File: src/rtl/mpx_rx_pkg.sv
package mpx_rx_pkg;
  typedef enum logic [1:0] {
    ST_IDLE = 2'd0,
    ST_BITS = 2'd1,
    ST_TAIL = 2'd2
  } rx_st_e;
endpackage

File: src/rtl/mpx_rx_sync.sv
module mpx_rx_sync #(
  parameter int STAGES = 2
) (
  input  logic clk,
  input  logic rst,
  input  logic d_i,
  output logic q_o
);
  logic [STAGES-1:0] chain;

  always_ff @(posedge clk) begin
    if (rst) chain <= '1;
    else     chain <= {chain[STAGES-2:0], d_i};
  end

  assign q_o = chain[STAGES-1];
endmodule

File: src/rtl/mpx_rx_vote.sv
module mpx_rx_vote #(
  parameter int OVS = 16,
  localparam int CW = $clog2(OVS),
  localparam int S0 = OVS/2 - 1,
  localparam int S1 = OVS/2,
  localparam int S2 = OVS/2 + 1
) (
  input  logic          clk,
  input  logic          rst,
  input  logic          tick_i,
  input  logic [CW-1:0] cnt_i,
  input  logic          rxs_i,
  output logic          strobe_o,
  output logic          vote_o
);
  logic s_a, s_b;

  always_ff @(posedge clk) begin
    if (rst) begin
      s_a <= 1'b1;
      s_b <= 1'b1;
    end else if (tick_i) begin
      if (cnt_i == CW'(S0)) s_a <= rxs_i;
      if (cnt_i == CW'(S1)) s_b <= rxs_i;
    end
  end

  assign strobe_o = tick_i && (cnt_i == CW'(S2));
  assign vote_o   = (s_a & s_b) | (s_a & rxs_i) | (s_b & rxs_i);
endmodule

File: src/rtl/mpx_rx_frame.sv
module mpx_rx_frame
  import mpx_rx_pkg::*;
#(
  parameter int DATA_W = 8,
  parameter int OVS    = 16,
  localparam int CW = $clog2(OVS),
  localparam int SW = DATA_W + 2
) (
  input  logic              clk,
  input  logic              rst,
  input  logic              tick_i,
  input  logic              rxs_i,
  input  logic              en_i,
  input  logic              filt_i,
  input  logic              sel_i,
  input  logic              clr_i,
  input  logic              strobe_i,
  input  logic              vote_i,
  output logic [CW-1:0]     cnt_o,
  output logic [DATA_W-1:0] data_o,
  output logic              bit9_o,
  output logic              rdy_o
);
  rx_st_e        st;
  logic [SW-1:0] sh;
  logic          prev;
  logic [CW-1:0] cnt_nxt;
  logic          last_bit;
  logic          accept;

  assign cnt_nxt  = (cnt_o == CW'(OVS-1)) ? '0 : cnt_o + 1'b1;
  assign last_bit = !sh[1];
  assign accept   = !rdy_o && (!filt_i || vote_i);

  always_ff @(posedge clk) begin
    if (rst) begin
      st     <= ST_IDLE;
      cnt_o  <= '0;
      sh     <= '1;
      prev   <= 1'b1;
      rdy_o  <= 1'b0;
      data_o <= '0;
      bit9_o <= 1'b0;
    end else begin
      if (clr_i)  rdy_o <= 1'b0;
      if (tick_i) prev  <= rxs_i;
      if (!en_i) begin
        st <= ST_IDLE;
      end else begin
        case (st)
          ST_IDLE: begin
            if (tick_i && prev && !rxs_i) begin
              st    <= ST_BITS;
              cnt_o <= '0;
              sh    <= '1;
            end
          end
          ST_BITS: begin
            if (tick_i) cnt_o <= cnt_nxt;
            if (strobe_i) begin
              if (&sh && vote_i) begin
                st <= ST_IDLE;
              end else begin
                sh <= {vote_i, sh[SW-1:1]};
                if (last_bit) begin
                  if (accept) begin
                    data_o <= sh[SW-1:2];
                    bit9_o <= vote_i;
                    rdy_o  <= 1'b1;
                  end
                  st <= sel_i ? ST_TAIL : ST_IDLE;
                end
              end
            end
          end
          ST_TAIL: begin
            if (tick_i)   cnt_o <= cnt_nxt;
            if (strobe_i) st    <= ST_IDLE;
          end
          default: st <= ST_IDLE;
        endcase
      end
    end
  end
endmodule

File: src/rtl/mpx_rx.sv
module mpx_rx #(
  parameter int DATA_W      = 8,
  parameter int OVS         = 16,
  parameter int SYNC_STAGES = 2,
  localparam int CW = $clog2(OVS)
) (
  input  logic              clk,
  input  logic              rst,
  input  logic              rxd_i,
  input  logic              tick16_i,
  input  logic              rx_en_i,
  input  logic              addr_filt_i,
  input  logic              frame_sel_i,
  input  logic              rx_rdy_clr_i,
  output logic [DATA_W-1:0] rx_data_o,
  output logic              rx_bit9_o,
  output logic              rx_rdy_o
);
  logic          rxs;
  logic [CW-1:0] cnt;
  logic          strobe;
  logic          vote;

  mpx_rx_sync #(.STAGES(SYNC_STAGES)) u_sync (
    .clk (clk),
    .rst (rst),
    .d_i (rxd_i),
    .q_o (rxs)
  );

  mpx_rx_vote #(.OVS(OVS)) u_vote (
    .clk      (clk),
    .rst      (rst),
    .tick_i   (tick16_i),
    .cnt_i    (cnt),
    .rxs_i    (rxs),
    .strobe_o (strobe),
    .vote_o   (vote)
  );

  mpx_rx_frame #(.DATA_W(DATA_W), .OVS(OVS)) u_frame (
    .clk      (clk),
    .rst      (rst),
    .tick_i   (tick16_i),
    .rxs_i    (rxs),
    .en_i     (rx_en_i),
    .filt_i   (addr_filt_i),
    .sel_i    (frame_sel_i),
    .clr_i    (rx_rdy_clr_i),
    .strobe_i (strobe),
    .vote_i   (vote),
    .cnt_o    (cnt),
    .data_o   (rx_data_o),
    .bit9_o   (rx_bit9_o),
    .rdy_o    (rx_rdy_o)
  );
endmodule

File: config.mk
export PLATFORM = sky130hd
export DESIGN_NAME = mpx_rx
export DESIGN_NICKNAME = d
export VERILOG_FILES = /design/src/rtl/mpx_rx_pkg.sv /design/src/rtl/mpx_rx_sync.sv /design/src/rtl/mpx_rx_vote.sv /design/src/rtl/mpx_rx_frame.sv /design/src/rtl/mpx_rx.sv
export SDC_FILE = /design/constraint.sdc
export NUM_CORES = 1
export LEC_CHECK = 0
export BUFFER_PORTS_ARGS = -buffer_cell sky130_fd_sc_hd__buf_4
export CAP_MARGIN = 30
export CORE_ASPECT_RATIO = 1.5
export CORE_MARGIN = 2
export CORE_UTILIZATION = 25
export DETAILED_ROUTE_END_ITERATION = 10
export PLACE_DENSITY = 0.53
export SLEW_MARGIN = 20
export SYNTH_ARGS = -nofsm -noshare
export SYNTH_HDL_FRONTEND = slang
export SYNTH_SLANG_ARGS = --single-unit
File: constraint.sdc
create_clock -name clk -period 2 [get_ports clk]
set_input_delay 0.1 -clock clk [delete_from_list [all_inputs] [get_ports clk]]
set_output_delay 0.1 -clock clk [all_outputs]
set_load 0.01 [all_outputs]
# Word-level counts from Yosys, hierarchy flattened
# Cells that the tools add are included.
# op_classes
n_addsub,1
n_eq_ne,12
muxes,22
bitwise_logic,8
reduce_logical,21
# op_table
operator,count
10-bit 2-to-1 mux,3
10-bit one-hot mux with 2 select lines,1
"4-bit == test, second input constant",3
2-bit 2-to-1 mux,6
4-bit 2-to-1 mux,3
10-bit AND reduction,1
4-bit one-hot mux with 2 select lines,1
4-bit AND reduction,2
1-bit 2-to-1 mux,7
"2-bit != test, second input constant",3
2-bit one-hot mux with 3 select lines,1
6-bit AND reduction,1
1-bit logical AND,5
5-bit AND reduction,1
"4-bit by 1-bit adder with 4-bit output, second input constant",1
"4-bit by 3-bit == test with 1-bit output, second input constant",1
"2-bit by 1-bit != test with 1-bit output, second input constant",2
2-bit AND reduction,2
2-bit nonzero test,2
2-bit OR reduction,2
1-bit bitwise AND,3
1-bit logical NOT,3
"3-bit != test, second input constant",1
1-bit NOT,3
5 further kinds,6
# totals
ff_bits,31
in_bits,8
out_inout_bits,10
elab_cells,74

# Logic depth before layout (Yosys ltp)
# Gate-level depths: netlist of run 1.
# logic_depth
depth_word,11
ltp_mapped,7
depth_no_buf,6

# Cells and area by module
# Synthesis of run 1 repeated with hierarchy kept, for this count alone.
# unflattened
hier_cells,153
hier_area_um2,1443.9
# modules_own_cells
module,n_inst,cells_per_inst,area_per_inst_um2,seq_area_each_um2
mpx_rx_frame,1,136,1267.5,540.5
mpx_rx_vote,1,13,123.9,40.0
mpx_rx_sync,1,4,52.6,40.0

# Least setup slack after synthesis of run 1
# No wires, ideal clock.
# synth_timing
kind,reg2reg
startpoint,register u_frame.st[0]
endpoint,register u_frame.cnt_o[2]
setup_ns,0.070
t_arrival_ns,1.741
required_ns,1.930
path_slack_ns,0.188
path_stages_with_launch,7
path_buffers,0
synth_period_minus_slack_ns,1.812
cell_sequence,dfxtp_1 inv_1 ha_1 mux2i_1 a2111o_1 or3b_1 a21oi_1
# synth_between
elab_chain_len,4
word_cells_on_any_way,9
classes_between,4 x eq/ne; 1 x mux; 4 x reduce/logical
# synth_lines
item,line,source
from (decl),mpx_rx_frame.sv:24,rx_st_e st;
from (signal assigned),mpx_rx_frame.sv:71,st <= sel_i ? ST_TAIL : ST_IDLE;
2-bit by 1-bit == test with 1-bit output or 2-bit == test (tied branches),mpx_rx_frame.sv:50,case (st)
2-bit OR reduction (no source line),--,
2-bit by 1-bit != test with 1-bit output (no source line) or 2-bit nonzero test (tied branches),--,
4-bit AND reduction (no source line),--,
to (signal assigned),mpx_rx_frame.sv:59,if (tick_i) cnt_o <= cnt_nxt;
to (signal assigned),mpx_rx_frame.sv:77,if (tick_i) cnt_o <= cnt_nxt;
to (decl),mpx_rx_frame.sv:19,"output logic [CW-1:0] cnt_o,"
# Parallel ways exist; a longest one is shown, timed or not.
# A chain may end at the register's enable or synchronous reset.

# Worst setup path after layout of run 1
# Ends and elaborated chain as after synthesis.

==> results.yml, run 1 <==
status:
  status: "complete, no violations"
routing:
  first_iter_violations: 63
  drc: 0
  drtPass1Iterations: 4
  vias: 1234
  antenna_left: 0
  routed_via_density: 4.746
  routedWlPerCell_microns: 12.74
  routed_wl_microns: 3312
grt:
  globalRouteTotalUtil: 0.1134
  grt_max_degree: 24
  antenna_found_initial: 0
  grt_pass1_vias: 1181
  gr-total-overflow: 0
  grt_pass1_wl_microns: 5692
synth:
  ys_ff_latch: 31
  yosysSeqAreaShare: 0.4123
  synthArstFlopShare: 0
  synth_edf_count: 0
  syn_area_per_cell_sq_um: 9.122
  ys.flop_type: "dfxtp_1"
  netlist_area_sq_um: 1505
  synth_cell_types: 40
  syn-num-nets: 179
  yosys_warnings: 0
  synth_cells: 165
setup_path:
  cp.required_ns: 2.22
  start_kind: "flop"
  endpoint_kind: "flop"
  cp_data_arrival_time_ns: 2.05
  crit_type: "flop to flop"
  startpoint: "u_frame.st[0]"
  path_max_fanout: 4
  r2r_start: "u_frame.st[0]"
timing:
  max_freq_mhz: 544.8
  setup_violations: 0
  skew_ns: 0.002672
  tightest_slew_ns: 0.3691
  whs_ns: 0.1254
  hold_viol_final: 0
  maxSlewViolCount: 0
  tns_ns: 0
  post-route-period-util: 0.9177
  fin_crit_ns: 1.835
  rsz0062_at_grt: "no"
  maxSlewHeadroom: 0.7539
power_and_ir_drop:
  peakVddDrop_mv: 0.2006
  p_leak_nw: 0.7661
  p_total_mw: 1.328
  cellPowerDensity_nw_per_um2: 712.7
clock_network:
  tritoncts: "built"
  cts_buffer_depth: 2
  cts.sinks: 31
  root_buffer: "clkbuf_8"
  cts_made_buffers: 5
  cts_max_level: 2
  path_clk_slew_ns: 0.07
  clock_latency_ns: 0.28
cells_and_area:
  final_common_cell: "dfxtp_1"
  finish.utilization: 0.3197
  layout.cells.non_filler: 260
  diodes: 0
  fin_nets: 201
  drive_above_1_share: 0.2021
  synthToLayoutAreaGrowth_pct: 23.77
  layout_common_cells: "30 x dfxtp_1, 29 x nand2_1, 22 x buf_4, 13 x nor2_1, 13 x mux2i_1"
floorplanning:
  fp.dieW_microns: 67.36
  dieArea_sq_um: 6670
  core_sq_um: 5828
  boundaryPins: 18
  die_h_microns: 99.03
  initial_utilization: 0.2583
  row_count: 34
job:
  cap_violations: 0
place:
  hpwl_microns: 2347
  portBuffers: 17
  dp_cells: 251
  place_congestion: 0.7294
hold_path:
  worstHoldStart: "tick16_i"
  min_path_type: "input port to flop"
## flip-flops by register name, summed over array words and instances, names as in the netlist, 2 cells and up
signal and flops:
u_sync.chain 2, u_frame.st 2, u_frame.cnt_o 4, u_frame.sh 10, u_frame.data_o 8
## area by class of cell
| cell class | instances | area (sq um) |
|---|---|---|
| fill | 603 | 3965 |
| multi-input combinational | 118 | 828.3 |
| sequential | 31 | 621.8 |
| timing repair buffer | 23 | 175.2 |
| tap | 72 | 90.09 |
| clock buffer | 6 | 82.58 |
| clock inverter | 2 | 35.03 |
| inverter | 8 | 30.03 |
## final timing paths
check / end / slack (ns) / cells past startpoint
worst max-delay path: u_frame.cnt_o[2] / 0.16 / 6
worst min-delay path: u_frame.prev / 0.13 / 3
worst max register to register: u_frame.cnt_o[2] / 0.16 / 6
worst min register to register: u_sync.chain[1] / 0.41 / 1
## stage by stage
step           instance area (sq um)  worst slack, ns
4_1_cts                         1849          0.07221
3_5_place_dp                    1722          0.09161
3_3_place_gp                    1722           0.1248
6_report                        1863           0.1646
2_1_floorplan                   1505           0.1881
5_1_grt                         1863          0.03528
## timing repair
| item | CTS | global route |
|---|---|---|
| hold endpoints to repair | 1 | 0 |
| hold buffers | 1 | 0 |
| setup buffers | 0 | 0 |
| gates resized for setup | 0 | 2 |
| setup endpoints to repair | 0 | 11 |
## per-layer routing
layer | track usage | part of all wire
met2 | 0.1729 | 0.49
met5 | 0 | 0
met3 | 0.02854 | 0.035
met1 | 0.1402 | 0.45
met4 | 0.06907 | 0.030
## critical path, stage by stage, from the launching register on
cell	delay, ns
dfxtp_1	0.35
inv_1	0.09
ha_4	0.26
mux2i_1	0.13
a2111o_1	0.43
or3b_1	0.38
a21oi_1	0.13
## power breakdown
group	internal [mW]	switching [mW]
Combinational	0.0233	0.0327
Clock	0.403	0.247
Sequential	0.620	0.00232
## kinds of logic after synthesis
logic type,count (synthesis),share of synthesized area
flip-flops,31,0.4123
AND/OR/NAND/NOR,69,0.2485
AO/OA/AOI/OAI,28,0.1421
multiplexers,14,0.09393
buffers and inverters,16,0.04572
adder cells (fa/ha/maj),7,0.05735
## cells in the mapped netlist, types with 3 or more instances
cell / count / area share
dfxtp_1: 31 / 0.41
nand2_1: 29 / 0.072
mux2i_1: 13 / 0.086
nor2_1: 13 / 0.032
a2bb2oi_1: 8 / 0.047
inv_1: 7 / 0.017
a21oi_1: 6 / 0.020
ha_1: 6 / 0.050
clkbuf_1: 5 / 0.012
nand4_1: 5 / 0.021
nand4b_1: 3 / 0.017
nor3_1: 3 / 0.010
o21ai_1: 3 / 0.010
(Power assumes the default switching activity.)
==> run 2, diff against run 1 <==
ABC_AREA = 1   (was not set)
==> run 2 against run 1 <==
Via count is 11% higher. Sequential power is 5.3% higher. Critical path type unchanged. Total power is 2.5% lower. Utilization is 0.72 points lower. Hold slack worse by 0.042 ns.
==> results.yml, run 2 <==
floorplanning:
  row_count: 34
  dieArea_sq_um: 6633
  die_h_microns: 98.76
  boundaryPins: 18
  initial_utilization: 0.2587
  fp.dieW_microns: 67.17
  core_sq_um: 5786
synth:
  yosysSeqAreaShare: 0.4147
  syn_area_per_cell_sq_um: 7.264
  synthArstFlopShare: 0
  synth.most_common_cell: "nand2_1"
  yosys.area.top_type: "dfxtp_1"
  synth_edf_count: 0
  synth_cell_types: 22
  netlist_top_cells_count: "56 x nand2_1, 31 x dfxtp_1, 27 x nand3_1"
  synth_cells: 206
  yosysTopAreaCellShare: 0.4147
  netlist_area_sq_um: 1496
  yosys-top-cells-area: "dfxtp_1 41%, nand2_1 14%, nand3_1 9.0%, inv_1 5.8%, a21oi_1 5.4%"
  ys_ff_latch: 31
  ys.flop_type: "dfxtp_1"
  syn-num-nets: 220
  yosys_warnings: 0
power_and_ir_drop:
  peakVddDrop_mv: 0.4484
  cellPowerDensity_nw_per_um2: 716.0
  p_leak_nw: 0.8499
job:
  cap_violations: 0
routing:
  routed_via_density: 4.553
  vias: 1366
  first_iter_violations: 53
  drtPass1Iterations: 6
  routed_wl_microns: 3673
  routedWlPerCell_microns: 12.24
  drc: 0
  antenna_left: 0
grt:
  globalRouteTotalUtil: 0.1237
  grt_pass1_wl_microns: 6279
  grt_max_degree: 18
  grt.met1_usage: 0.1396
  top_usage_layer: "met2"
  grt_pass1_vias: 1327
  antenna_found_initial: 0
  gr-total-overflow: 0
  use_met3: 0.03653
  use_met2: 0.2148
clock_network:
  post_cts_resize_count: 0
  tritoncts: "built"
  ctsHoldBuffers: 1
  clock_latency_ns: 0.29
  cts_max_level: 2
  root_buffer: "clkbuf_8"
  cts_buffer_depth: 2
  path_clk_slew_ns: 0.07
  cts.sinks: 31
  cts_made_buffers: 5
  cts_setup_buffers: 0
cells_and_area:
  drive_above_1_share: 0.1579
  largestRegisters: "u_frame.sh x10, u_frame.data_o x8, u_frame.cnt_o x4"
  fill_cells: 637
  fin_nets: 241
  layout_common_cells: "56 x nand2_1, 31 x dfxtp_1, 27 x nand3_1, 23 x inv_1, 20 x buf_4"
  diodes: 0
  multi_input_area_sq_um: 762.0
  largest_reg_flops: 10
  layout.cells.non_filler: 300
  final_common_cell: "nand2_1"
  synthToLayoutAreaGrowth_pct: 20.82
  regArea_sq_um: 620.6
  top_register: "u_frame.sh"
hold_path:
  min_path_type: "input port to flop"
  worstHoldStart: "rx_rdy_clr_i"
place:
  hpwl_microns: 2732
  dp_cells: 291
  place_congestion: 0.7564
  portBuffers: 17
timing:
  whs_ns: 0.08314
  tightest_slew_ns: 0.5587
  max_freq_mhz: 596.6
  setup_violations: 0
  rsz0062_at_grt: "no"
  maxSlewViolCount: 0
  tns_ns: 0
  skew_ns: 0.009736
  post-route-period-util: 0.8380
  maxSlewHeadroom: 0.6247
  fin_crit_ns: 1.676
  hold_viol_final: 0
setup_path:
  endpoint_kind: "flop"
  cp_data_arrival_time_ns: 1.84
  start_kind: "flop"
  startpoint: "u_frame.cnt_o[1]"
  path_max_fanout: 10
  r2r_start: "u_frame.cnt_o[1]"
  crit_type: "flop to flop"
  cp.required_ns: 2.16
status:
  status: "complete, no violations"
[run 2: changes by cell type after synthesis, sizes merged, moves of 3 or more]
| cell | previous run | this run |
|---|---|---|
| a21oi | 6 | 17 |
| a2bb2oi | 8 | 0 |
| inv | 8 | 23 |
| mux2i | 13 | 0 |
| nand2 | 29 | 57 |
| nand3 | 1 | 28 |
| nand4 | 5 | 13 |
| nand4b | 3 | 0 |
| nor3 | 3 | 0 |
[run 2: cells by family (layout without fill, tap and decap cells)]
logic type,count (synthesis),after routing,share of synthesized area
buffers and inverters,30,52,0.07608
XOR/XNOR,1,1,0.005854
AO/OA/AOI/OAI,25,25,0.09532
AND/OR/NAND/NOR,113,113,0.3579
adder cells (fa/ha/maj),6,6,0.05017
flip-flops,31,31,0.4147
[run 2: path summary, 6_finish.rpt]
path | depth (start not counted) | end | slack, ns
setup reg to reg | 7 | u_frame.data_o[0] | 0.32
hold reg to reg | 1 | u_sync.chain[1] | 0.41
hold / removal | 4 | u_frame.rdy_o | 0.08
setup / recovery | 7 | u_frame.data_o[0] | 0.32
[run 2: report_power, final]
group	switching [mW]	total (mW)	internal (mW)	leakage, nW
combinational	0.0883	0.143	0.0547	0.558
clock	0.254	0.496	0.242	0.0402
sequential	0.0194	0.655	0.636	0.252
total	0.362	1.29	0.933	0.850
[run 2: area by class of cell]
type	count	area share
multi-input combinational	145	0.4215
sequential	31	0.3433
timing repair buffer	21	0.08858
tap	72	0.04983
inverter	23	0.04775
clock buffer	5	0.03806
clock inverter	3	0.01107
[run 2: metal layers]
metal,vias to the layer above,part of all wire
met3,7,0.033
met1,615,0.42
met4,0,0.021
li1,724,-
met5,-,0
met2,20,0.53
[run 2: critical path, stage by stage (launching register included)]
cell     delay, ns
dfxtp_1       0.33
inv_1         0.10
ha_1          0.16
nand4_2       0.17
nor4_4        0.46
nand2_4       0.18
nand2_1       0.10
a21oi_1       0.06
[run 2: per-stage QoR]
stage	area, sq um	worst slack, ns	util	power (mW)
3_3_place_gp	1709	0.3555	0.2954	0.8100
5_1_grt	1808	0.1254	0.3125	1.368
3_5_place_dp	1709	0.3161	0.2954	0.8111
2_1_floorplan	1496	0.4628	-	0.7669
4_1_cts	1808	0.2932	0.3125	1.307
6_report	1808	0.3239	0.3125	1.295
==> run 3, diff against run 2 <==
PLACE_DENSITY = 0.54   (was 0.53)
clock period = 1.5 ns   (was 2 ns; I/O delays follow)
==> run 3 against run 2 <==
Fmax increased by 14%. Non-clock buffer count increased by 18. Total power increased by 46%.
==> results.yml, run 3 (same netlist as run 2, synthesis figures left out) <==
timing:
  tns_ns: 0
  whs_ns: 0.05062
  skew_ns: 0.01124
  maxSlewHeadroom: 0.7082
  rsz0062_at_grt: "yes"
  setup_ws_ns: 0.03202
  maxSlewViolCount: 0
  setup_violations: 0
  post-route-period-util: 0.9787
  hold_viol_final: 0
  fin_crit_ns: 1.468
  tightest_slew_ns: 0.4373
  max_freq_mhz: 681.2
setup_path:
  endpoint_kind: "flop"
  reg2reg_depth: 9
  rrSetupSlack_ns: 0.03
  cp.required_ns: 1.71
  setup.worst_path.end: "u_frame.sh[5]"
  crit_type: "flop to flop"
  startpoint: "u_frame.cnt_o[1]"
  path_cells: "inv_2 > ha_4 > nand4_4 > nand2_2 > nand2_4 > nor2_4 > buf_4 > nand4_1 > nand3_1"
  cp_slowest_cell: "dfxtp_2"
  start_kind: "flop"
  cp_data_arrival_time_ns: 1.68
  reg2reg_to: "u_frame.sh[5]"
  slowest_delay_ns: 0.32
  path_max_fanout: 5
  r2r_start: "u_frame.cnt_o[1]"
grt:
  grt_max_degree: 18
  gr-total-overflow: 0
  antenna_found_initial: 0
  grt_pass1_vias: 1307
  grt_pass1_wl_microns: 6009
  globalRouteTotalUtil: 0.1187
cells_and_area:
  drive_above_1_share: 0.3831
  finish.utilization: 0.3763
  largestRegisters: "u_frame.sh x10, u_frame.data_o x8, u_frame.cnt_o x4"
  synthToLayoutAreaGrowth_pct: 45.49
  diodes: 0
  largest_reg_flops: 10
  layout_common_cells: "39 x nand2_1, 35 x buf_4, 25 x dfxtp_1, 24 x nand3_1, 20 x inv_1"
  final_common_cell: "nand2_1"
  design_area_sq_um: 2177
  regArea_sq_um: 630.6
  multi_input_area_sq_um: 963.4
  top_register: "u_frame.sh"
  fill_cells: 656
  fin_nets: 261
routing:
  vias: 1494
  drtPass1Iterations: 4
  routed_via_density: 4.669
  routedWlPerCell_microns: 12.28
  routed_wl_microns: 3930
  drc: 0
  antenna_left: 0
  first_iter_violations: 42
floorplanning:
  fp.dieW_microns: 67.17
  dieArea_sq_um: 6633
  die_h_microns: 98.76
  core_sq_um: 5786
  boundaryPins: 18
  row_count: 34
  initial_utilization: 0.2587
clock_network:
  path_clk_slew_ns: 0.07
  cts_made_buffers: 5
  clock_latency_ns: 0.28
  cts_max_level: 2
  cts_buffer_depth: 2
  tritoncts: "built"
  root_buffer: "clkbuf_8"
  cts.sinks: 31
place:
  place_congestion: 0.8187
  hpwl_microns: 2641
  placed_cell_area_sq_um: 1831
  portBuffers: 17
  pre_cts_ws_ns: -0.08335
hold_path:
  holdPathStages: 4
  min_path_type: "input port to flop"
power_and_ir_drop:
  peakVddDrop_mv: 0.5230
  p_leak_nw: 0.9867
  cellPowerDensity_nw_per_um2: 869.9
status:
  status: "complete, no violations"
job:
  cap_violations: 0
run 3: worst min-delay path by stage:
stage	slack (ns)	start	to
global route	0.06	rx_rdy_clr_i	u_frame.rdy_o
floorplan	0.18	rxd_i	u_sync.chain[0]
detailed placement	0.27	rxd_i	u_sync.chain[0]
CTS	0.04	rx_rdy_clr_i	u_frame.rdy_o
finish	0.05	rx_rdy_clr_i	u_frame.rdy_o
global placement	0.26	rxd_i	u_sync.chain[0]
run 3: report_power, final:
part | internal [mW] | leakage (nW) | switching, mW
clock | 0.417 | 0.0505 | 0.327
sequential | 0.849 | 0.253 | 0.0216
combinational | 0.120 | 0.683 | 0.159
total | 1.39 | 0.987 | 0.508
run 3: worst max-delay path: cells and delay by family, from the launching register on:
family / cells / cell delay (ns)
flip-flops: 1 / 0.32
adder cells (fa/ha/maj): 1 / 0.13
AND/OR/NAND/NOR: 6 / 0.70
buffers and inverters: 2 / 0.25
run 3: metal layers:
metal | GRT usage | share of wire
met5 | 0 | 0
met4 | 0.04710 | 0.020
met3 | 0.03196 | 0.038
met2 | 0.1950 | 0.51
met1 | 0.1441 | 0.43
run 3: final cells by class:
cell class,instances,area share
flip-flops and latches,31,0.2897
clock buffers,7,0.04425
inverters,23,0.04080
well taps,72,0.04138
clock inverters,1,0.003448
multi-input cells,147,0.4425
repair buffers,39,0.1379
run 3: per-stage QoR:
| step | power, mW | instances |
|---|---|---|
| floorplan | 1.023 | 206 |
| global placement | 1.110 | 307 |
| detailed placement | 1.111 | 307 |
| CTS | 1.869 | 316 |
| global route | 1.983 | 320 |
| finish | 1.894 | 320 |
run 3: what timing repair did:
item | CTS | global route
cloned | 0 | 4
gates resized for setup | 4 | 50
endpoints found under the setup margin | 16 | 26
hold endpoints to repair | 1 | 0
hold buffers | 1 | 0
setup buffers | 0 | 0
pin swaps | 2 | 14
